===== config.mk =====
export PLATFORM = sky130hd
export DESIGN_NAME = led_src_sel
export DESIGN_NICKNAME = d
export VERILOG_FILES = /design/src/rtl/led_src_pkg.sv /design/src/rtl/led_src_sync.sv /design/src/rtl/led_src_regs.sv /design/src/rtl/led_src_digit.sv /design/src/rtl/led_src_mux.sv /design/src/rtl/led_src_sel.sv
export SDC_FILE = /design/constraint.sdc
export NUM_CORES = 1
export LEC_CHECK = 0
export ABC_AREA = 1
export ABC_CLOCK_PERIOD_IN_PS = 1600
export BUFFER_PORTS_ARGS = -buffer_cell sky130_fd_sc_hd__buf_2
export CAP_MARGIN = 20
export CORE_UTILIZATION = 51
export CTS_BUF_LIST = sky130_fd_sc_hd__clkbuf_16
export DETAILED_ROUTE_END_ITERATION = 6
export PLACE_DENSITY = 0.83
export SYNTH_ARGS = -nofsm -noshare
export SYNTH_HDL_FRONTEND = slang
export SYNTH_HIERARCHICAL = 1
export SYNTH_SLANG_ARGS = --single-unit

===== constraint.sdc =====
create_clock -name clk_i -period 1.6 [get_ports clk_i]
set_clock_uncertainty 0.15 [all_clocks]
set_input_delay 0.24 -clock clk_i [delete_from_list [all_inputs] [get_ports clk_i]]
set_output_delay 0.24 -clock clk_i [all_outputs]
set_load 0.02 [all_outputs]

===== src/rtl/led_src_pkg.sv =====
package led_src_pkg;
  localparam int DW     = 32;
  localparam int AW     = 4;
  localparam int NREG   = 7;
  localparam int NSEG   = 7;
  localparam int DIGW   = NSEG + 1;
  localparam int NLED   = 4;
  localparam int NBTN   = 3;
  localparam int NDIP   = 4;
  localparam int INW    = NBTN + NDIP;
  localparam int SYNC_N = 2;

  localparam logic [AW-1:0] A_CTRL  = 4'd0;
  localparam logic [AW-1:0] A_HWSEL = 4'd1;
  localparam logic [AW-1:0] A_DIG_L = 4'd2;
  localparam logic [AW-1:0] A_DIG_R = 4'd3;
  localparam logic [AW-1:0] A_RED   = 4'd4;
  localparam logic [AW-1:0] A_GRN   = 4'd5;
  localparam logic [AW-1:0] A_RF    = 4'd6;
  localparam logic [AW-1:0] A_IN    = 4'd7;

  localparam int SEL_L   = 0;
  localparam int SEL_R   = 8;
  localparam int SEL_RED = 16;
  localparam int SEL_GRN = 20;
  localparam int SEL_RF  = 24;
  localparam int DEC_R   = 28;
  localparam int DEC_L   = 29;
  localparam int DP_BIT  = 8;

  function automatic logic [DW-1:0] reg_mask(input int idx);
    case (idx)
      0:       return 32'h3FFF_FFFF;
      1:       return 32'h0FFF_FFFF;
      2, 3:    return 32'h0000_017F;
      default: return 32'h0000_000F;
    endcase
  endfunction

  function automatic logic [DW-1:0] reg_rst(input int idx);
    return (idx == 0) ? 32'h0F00_0000 : '0;
  endfunction

  // active-high segments, bit 0 = a
  function automatic logic [NSEG-1:0] hex_to_seg(input logic [3:0] v);
    case (v)
      4'h0: return 7'h3F;  4'h1: return 7'h06;
      4'h2: return 7'h5B;  4'h3: return 7'h4F;
      4'h4: return 7'h66;  4'h5: return 7'h6D;
      4'h6: return 7'h7D;  4'h7: return 7'h07;
      4'h8: return 7'h7F;  4'h9: return 7'h6F;
      4'hA: return 7'h77;  4'hB: return 7'h7C;
      4'hC: return 7'h39;  4'hD: return 7'h5E;
      4'hE: return 7'h79;  default: return 7'h71;
    endcase
  endfunction
endpackage


===== src/rtl/led_src_sync.sv =====
module led_src_sync #(
  parameter int W = 7,
  parameter int STAGES = 2
) (
  input  logic         clk_i,
  input  logic         rst_ni,
  input  logic [W-1:0] d_i,
  output logic [W-1:0] q_o
);
  logic [W-1:0] stage_q [STAGES];

  for (genvar s = 0; s < STAGES; s++) begin : g_stage
    always_ff @(posedge clk_i or negedge rst_ni) begin
      if (!rst_ni)     stage_q[s] <= '0;
      else if (s == 0) stage_q[s] <= d_i;
      else             stage_q[s] <= stage_q[(s == 0) ? 0 : s-1];
    end
  end

  assign q_o = stage_q[STAGES-1];
endmodule


===== src/rtl/led_src_regs.sv =====
module led_src_regs
  import led_src_pkg::*;
(
  input  logic          clk_i,
  input  logic          rst_ni,
  input  logic          we_i,
  input  logic [AW-1:0] addr_i,
  input  logic [DW-1:0] wdata_i,
  input  logic [INW-1:0] in_word_i,
  output logic [DW-1:0] rdata_o,
  output logic [DW-1:0] ctrl_o,
  output logic [DW-1:0] hwsel_o,
  output logic [DW-1:0] dig_l_o,
  output logic [DW-1:0] dig_r_o,
  output logic [DW-1:0] red_o,
  output logic [DW-1:0] grn_o,
  output logic [DW-1:0] rf_o
);
  logic [DW-1:0] regs_q [NREG];

  for (genvar i = 0; i < NREG; i++) begin : g_reg
    localparam logic [DW-1:0] MASK = reg_mask(i);
    localparam logic [DW-1:0] RSTV = reg_rst(i);
    always_ff @(posedge clk_i or negedge rst_ni) begin
      if (!rst_ni)                                  regs_q[i] <= RSTV;
      else if (we_i && addr_i == AW'(i))            regs_q[i] <= wdata_i & MASK;
    end
  end

  always_comb begin
    rdata_o = '0;
    for (int i = 0; i < NREG; i++)
      if (addr_i == AW'(i)) rdata_o = regs_q[i];
    if (addr_i == A_IN) rdata_o = {{(DW-INW){1'b0}}, in_word_i};
  end

  assign ctrl_o  = regs_q[A_CTRL];
  assign hwsel_o = regs_q[A_HWSEL];
  assign dig_l_o = regs_q[A_DIG_L];
  assign dig_r_o = regs_q[A_DIG_R];
  assign red_o   = regs_q[A_RED];
  assign grn_o   = regs_q[A_GRN];
  assign rf_o    = regs_q[A_RF];
endmodule


===== src/rtl/led_src_digit.sv =====
module led_src_digit
  import led_src_pkg::*;
(
  input  logic [DP_BIT:0]  dig_i,
  input  logic             dec_en_i,
  output logic [DIGW-1:0]  seg_o
);
  logic [NSEG-1:0] body;
  assign body  = dec_en_i ? hex_to_seg(dig_i[3:0]) : dig_i[NSEG-1:0];
  assign seg_o = {dig_i[DP_BIT], body};  // dp bypasses decode
endmodule


===== src/rtl/led_src_mux.sv =====
module led_src_mux #(
  parameter int W = 4
) (
  input  logic [W-1:0] sw_i,
  input  logic [W-1:0] port_i,
  input  logic         pwm_i,
  input  logic [W-1:0] hw_en_i,
  input  logic [W-1:0] pwm_sel_i,
  output logic [W-1:0] out_o
);
  for (genvar i = 0; i < W; i++) begin : g_bit
    assign out_o[i] = hw_en_i[i] ? (pwm_sel_i[i] ? pwm_i : port_i[i]) : sw_i[i];
  end
endmodule


===== src/rtl/led_src_sel.sv =====
module led_src_sel
  import led_src_pkg::*;
(
  input  logic             clk_i,
  input  logic             rst_ni,
  input  logic             we_i,
  input  logic [AW-1:0]    addr_i,
  input  logic [DW-1:0]    wdata_i,
  output logic [DW-1:0]    rdata_o,
  input  logic             pwm_i,
  input  logic [NLED-1:0]  hw_rf_i,
  input  logic [NLED-1:0]  hw_red_i,
  input  logic [NLED-1:0]  hw_green_i,
  input  logic [DIGW-1:0]  hw_seg_l_i,
  input  logic [DIGW-1:0]  hw_seg_r_i,
  input  logic [NBTN-1:0]  btn_i,
  input  logic [NDIP-1:0]  dip_i,
  output logic [NLED-1:0]  rf_led_o,
  output logic [NLED-1:0]  red_led_o,
  output logic [NLED-1:0]  green_led_o,
  output logic [DIGW-1:0]  seg_l_o,
  output logic [DIGW-1:0]  seg_r_o
);
  logic [INW-1:0]  in_sync;
  logic [DW-1:0]   ctrl_w, hwsel_w, dig_l_w, dig_r_w, red_w, grn_w, rf_w;
  logic [DIGW-1:0] sw_seg_l, sw_seg_r;

  led_src_sync #(.W(INW), .STAGES(SYNC_N)) u_sync (
    .clk_i, .rst_ni, .d_i({btn_i, dip_i}), .q_o(in_sync)
  );

  led_src_regs u_regs (
    .clk_i, .rst_ni, .we_i, .addr_i, .wdata_i,
    .in_word_i(in_sync), .rdata_o,
    .ctrl_o(ctrl_w), .hwsel_o(hwsel_w), .dig_l_o(dig_l_w), .dig_r_o(dig_r_w),
    .red_o(red_w), .grn_o(grn_w), .rf_o(rf_w)
  );

  led_src_digit u_dig_l (.dig_i(dig_l_w[DP_BIT:0]), .dec_en_i(ctrl_w[DEC_L]), .seg_o(sw_seg_l));
  led_src_digit u_dig_r (.dig_i(dig_r_w[DP_BIT:0]), .dec_en_i(ctrl_w[DEC_R]), .seg_o(sw_seg_r));

  led_src_mux #(.W(NLED)) u_mux_rf (
    .sw_i(rf_w[NLED-1:0]), .port_i(hw_rf_i), .pwm_i,
    .hw_en_i(ctrl_w[SEL_RF +: NLED]), .pwm_sel_i(hwsel_w[SEL_RF +: NLED]), .out_o(rf_led_o)
  );
  led_src_mux #(.W(NLED)) u_mux_red (
    .sw_i(red_w[NLED-1:0]), .port_i(hw_red_i), .pwm_i,
    .hw_en_i(ctrl_w[SEL_RED +: NLED]), .pwm_sel_i(hwsel_w[SEL_RED +: NLED]), .out_o(red_led_o)
  );
  led_src_mux #(.W(NLED)) u_mux_grn (
    .sw_i(grn_w[NLED-1:0]), .port_i(hw_green_i), .pwm_i,
    .hw_en_i(ctrl_w[SEL_GRN +: NLED]), .pwm_sel_i(hwsel_w[SEL_GRN +: NLED]), .out_o(green_led_o)
  );
  led_src_mux #(.W(DIGW)) u_mux_l (
    .sw_i(sw_seg_l), .port_i(hw_seg_l_i), .pwm_i,
    .hw_en_i(ctrl_w[SEL_L +: DIGW]), .pwm_sel_i(hwsel_w[SEL_L +: DIGW]), .out_o(seg_l_o)
  );
  led_src_mux #(.W(DIGW)) u_mux_r (
    .sw_i(sw_seg_r), .port_i(hw_seg_r_i), .pwm_i,
    .hw_en_i(ctrl_w[SEL_R +: DIGW]), .pwm_sel_i(hwsel_w[SEL_R +: DIGW]), .out_o(seg_r_o)
  );
endmodule


* Word-level counts from Yosys, hierarchy flattened
Memories as Yosys holds them, arrays and structs flattened. Cells that the tools add are included.
Word-level totals: register bits after elaboration 100, bits in read-only memories 224, input port bits 75, output and inout bits 60, word-level logic and storage cells 92, memories kept 2
Memories:
- (no name shown) | depth 16, bits a word 7, rd ports 1, clocked after memory_dff 0, write ports 0, RTL line led_src_pkg.sv:46 | case (v)
- (no name shown) | depth 16, bits a word 7, rd ports 1, clocked after memory_dff 0, write ports 0, RTL line led_src_pkg.sv:46
Cells by class: equality and inequality tests 7, muxes and demuxes 66, reduce and logical (&&, ||, !) cells 8
Operators by type and width (count):
- $mux 32 | 7
- $mux 1 | 56
- $mux 30 | 1
- $eq 4x3->1 const B | 4
- $mux 7 | 2
- $eq 4x2->1 const B | 2
- $logic_and 1x1->1 | 7
- $eq 4x1->1 const B | 1
- $logic_not 4->1 | 1

* Logic depth before layout (Yosys ltp)
depth after elaboration 9, gate-level depth with buffers 10, depth with buffers taken out 10

* Cells and area by module
The synthesis kept the hierarchy.
By module, submodules not included:
- led_src_regs | instances 1, cells each 576, area an instance 4817.1 µm², sequential area each 2157.1 µm²
- led_src_digit | instances 2, cells each 66, area an instance 349.1 µm², sequential area each 0.0 µm²
- led_src_mux at u_mux_l ... | instances 2, cells each 65, area an instance 254.0 µm², sequential area each 0.0 µm²
- led_src_sync | instances 1, cells each 21, area an instance 402.9 µm², sequential area each 350.3 µm²
- led_src_mux at u_mux_grn ... | instances 3, cells each 33, area an instance 128.9 µm², sequential area each 0.0 µm²

* Worst setup path after synthesis
OpenSTA, ideal clock, no wires.
kind register to output, start reg u_regs.regs_q (netlist bit u_regs/dig_l_o[0]), end out seg_l_o[1], arrival 1263 ps, data required time 1210 ps, slack -53 ps, cell stages (with the launch flop) 8, buffers on the path 0, cell sequence dfrtp_1 inv_1 ha_1 nand2_1 a21oi_1 a21oi_1 nand2_1 nand2_1
Between the ends: word-level cells in the longest chain between the ends 3
RTL lines:
- start: declaration | RTL line led_src_regs.sv:19 | logic [DW-1:0] regs_q [NREG];
- start signal: indexed assignment | RTL line led_src_regs.sv:26 | else if (we_i && addr_i == AW'(i)) regs_q[i] <= wdata_i & MASK;
- $mem_v2 16x7
- $mux 7 | RTL line led_src_digit.sv:9 | assign body = dec_en_i ? hex_to_seg(dig_i[3:0]) : dig_i[NSEG-1:0];
- named net sw_seg_l[1] | RTL line led_src_sel.sv:26 | logic [DIGW-1:0] sw_seg_l, sw_seg_r;
- $mux 1 | RTL line led_src_mux.sv:12 | assign out_o[i] = hw_en_i[i] ? (pwm_sel_i[i] ? pwm_i : port_i[i]) : sw_i[i];
- end: declaration | RTL line led_src_sel.sv:21 | output logic [DIGW-1:0] seg_l_o,
The timed path passes the listed nets, and every way through them passes these cells.

* Final worst setup path
start reg u_regs.regs_q (netlist bit u_regs/dig_l_o[0]), end out seg_l_o[4]
The elaborated chain is that of the path after synthesis.

==> impl_summary.md <==
Timing
The final period demand of the worst path is 2.24 ns. The number of hold violations in the final report was 0. The final-layout setup total negative slack is -12.35 ns. The worst slack on hold paths is 0.00415 ns. The setup slack of the critical path after layout is -0.643 ns.

The setup violation total in the final timing report is 46. Setup repair after global routing could not meet its margin everywhere. The final count of pins violating max slew is 0. Dividing the final minimum period by the clock period gives 140%. The pin slew with the least headroom to its limit is 0.548 ns.

The worst pin sits at a relative slew slack of 63.5%. The maximum operating frequency is 446 MHz.

Cells and area
0 antenna diodes ended up in the layout. Of the cells placed in the final design, the portion with a size suffix greater than 1 is 36.3%. The area taken by flip-flops and latches is 2520 um^2.

After routing the design area is 8480 um^2. The multi-input combinational cells in the finished layout cover a total of 3020 um^2. The filler cells instantiated in the layout total 672. In the final design database the tool counted 1110 nets. The area overhead of the layout relative to synthesis is 46.7%.

Detailed routing
The detail-routed via count per cell is 5.52. The final wirelength is 20.0 mm. The initial detailed-routing violation count is 681.

In this run the remaining antenna-violating nets after routing total 0. The total iterations of the first detailed-routing run is 6. The average routed wire per standard cell is 17.1 um.

The total number of vias is 6439. After detailed routing, the number of remaining DRC violations is 0.

Clocking
The tree is rooted in a sky130_fd_sc_hd__clkbuf_16. The number of sinks handled by clock tree synthesis is 100. For the worst-skew pair, the clock arrives at the later sink with an insertion delay of 0.35 ns.

The clock passes through at most 2 buffers. TritonCTS built the clock tree. The H-tree generated during clock tree synthesis spans 3 levels.

The clock edge transition at the registers on the reported setup and hold paths is 0.07 ns. In this run, CTS created clock tree buffers numbering 9.

Global routing
The pin count of the biggest net entering global routing is 101. The number of antenna violations at the first check in global routing is 0. The first global-routing pass estimated 26.3 mm of wire. The residual overflow from global routing is 0. Global routing used 29.3% of the available tracks across all layers. The via count of the first global-routing pass is 5579.

Place
The HPWL after detailed placement is 10.6 mm. Routability-driven placement finished with a final weighted congestion of 0.896. The worst setup timing slack at the placement stage is -0.268 ns. In this run the cell area measured after placement is 6790 um^2. The number of port buffers is 130.

Worst setup path
Along the worst path, the maximum fanout reaches 5. The worst endpoint required time is 1.21 ns. STA classifies the critical path endpoint as an output pin. The worst setup path is launched from a register. Across all register-to-register paths, the minimum setup slack is 0.29 ns.

The data arrival time of the worst path is 1.85 ns. The critical path class is register to output pin.

Floorplanning
The core box area is 10900 um^2. Measured along the x axis, the die boundary spans 108 um. The die span in y is 108 um. 135 I/O pins were placed. The number of placement rows is 38.

The starting density of the core is 52.8%. The floorplan step defined a die boundary enclosing 11800 um^2.

Power
Summing internal, switching and leakage power gives 9.64 mW. The analysis attributes to net switching a power of 3.81 mW. In this run the static leakage power is 4.45 nW.

The internal cell power is 5.83 mW. Per report_power, the clock group accounts for 21.6% of the total. The part of the total power dissipated in sequential elements is 37.2%.

Net switching is 39.5% of the power. The power density over the cells is 1140 nW/um^2. The worst IR drop on VDD is 0.000760 V. Combinational logic is responsible for 41.2% of the overall power.

Synth
The average instance area after synthesis is 7.04 um^2. The count of warnings emitted by yosys is 6. The gate count of the mapped netlist is 820.

Summing every instance area after synthesis gives 5780 um^2.

Run status
The final reports fail on negative setup slack. The run finished, with violations left.

Hold path
In this run the worst hold path is classified as primary input to register.

Flow run
The max-cap check violation count is 0.
[cell type report]
class / count / area share (%)
well taps: 140 / 2.07
flip-flops and latches: 100 / 29.7
repair buffers: 224 / 22.2
clock inverters: 7 / 0.576
clock buffers: 9 / 2.66
multi-input cells: 536 / 35.6
inverters: 150 / 7.20
[layer usage]
metal | routed length [um] | track usage (%) | up-vias
met1 | 7570 | 36.3 | 2990
li1 | - | - | 2931
met5 | 0 | 0 | -
met3 | 1770 | 8.26 | 90
met4 | 881 | 9.27 | 0
met2 | 9730 | 49.4 | 428
[layout by cell type (no fill, tap or decap), drive strengths merged]
master / n
inv: 153
conb: 2
a22o: 20
nand4: 8
o21ai: 94
nand2: 290
clkinv: 4
clkbuf: 9
nor2: 28
a21oi: 17
ha: 14
dfrtp: 96
buf: 209
nor3: 2
nand3: 61
dlygate4sd3: 15
dfstp: 4
[power groups by stage]
| stage | Sequential, mW | Clock [mW] | Combinational [mW] |
|---|---|---|---|
| CTS | 3.53 | 2.08 | 3.26 |
| detailed placement | 3.55 | 0 | 2.67 |
| global placement | 3.55 | 0 | 2.61 |
| finish | 3.58 | 2.08 | 3.97 |
| global route | 3.64 | 2.21 | 4.27 |
| floorplan | 3.41 | 0 | 1.87 |
[state kept, by name, indices dropped and copies added (netlist names), 7 cells and up]
register	count
u_regs/hwsel_o	28
u_sync/q_o	7
u_regs/dig_r_o	8
u_sync/stage_q	7
u_regs/ctrl_o	30
u_regs/dig_l_o	8
[critical path, cell delays in order, from the launching register on]
cell                      delay, ns
sky130_fd_sc_hd__dfrtp_2       0.48
sky130_fd_sc_hd__inv_4         0.11
sky130_fd_sc_hd__ha_1          0.16
sky130_fd_sc_hd__nand2_1       0.12
sky130_fd_sc_hd__nand2_2       0.12
sky130_fd_sc_hd__nand2_1       0.10
sky130_fd_sc_hd__o21ai_2       0.13
sky130_fd_sc_hd__nand2_1       0.07
sky130_fd_sc_hd__nand2_1       0.09
sky130_fd_sc_hd__buf_6         0.12
[what timing repair did]
item | CTS | global route
endpoints found under the hold margin | 112 | 0
hold buffers | 15 | 0
setup buffers | 15 | 20
resized for setup | 160 | 130
gates cloned | 2 | 0
endpoints found under the setup margin | 48 | 52
pin swaps | 50 | 65
[final timing paths]
kind	from	endpoint	cells after the start
setup / recovery	u_regs/dig_l_o[0]	seg_l_o[4]	9
hold / removal	wdata_i[18]	u_regs/hwsel_o[18]	3
setup reg to reg	u_regs/dig_r_o[0]	u_regs/dig_r_o[0]	5
hold reg to reg	u_sync/stage_q[13]	u_sync/q_o[6]	0
max in group asynchronous	rst_ni	u_regs/dig_r_o[3]	3
min in group asynchronous	rst_ni	u_regs/hwsel_o[24]	3
[stage by stage]
stage / cells / util (%)
global route: 1166 / 77.5
CTS: 1147 / 72.0
global placement: 1101 / 62.1
detailed placement: 1101 / 62.1
floorplan: 821 / -
finish: 1166 / 77.5
No activity file was read; power rests on OpenSTA's default activity.
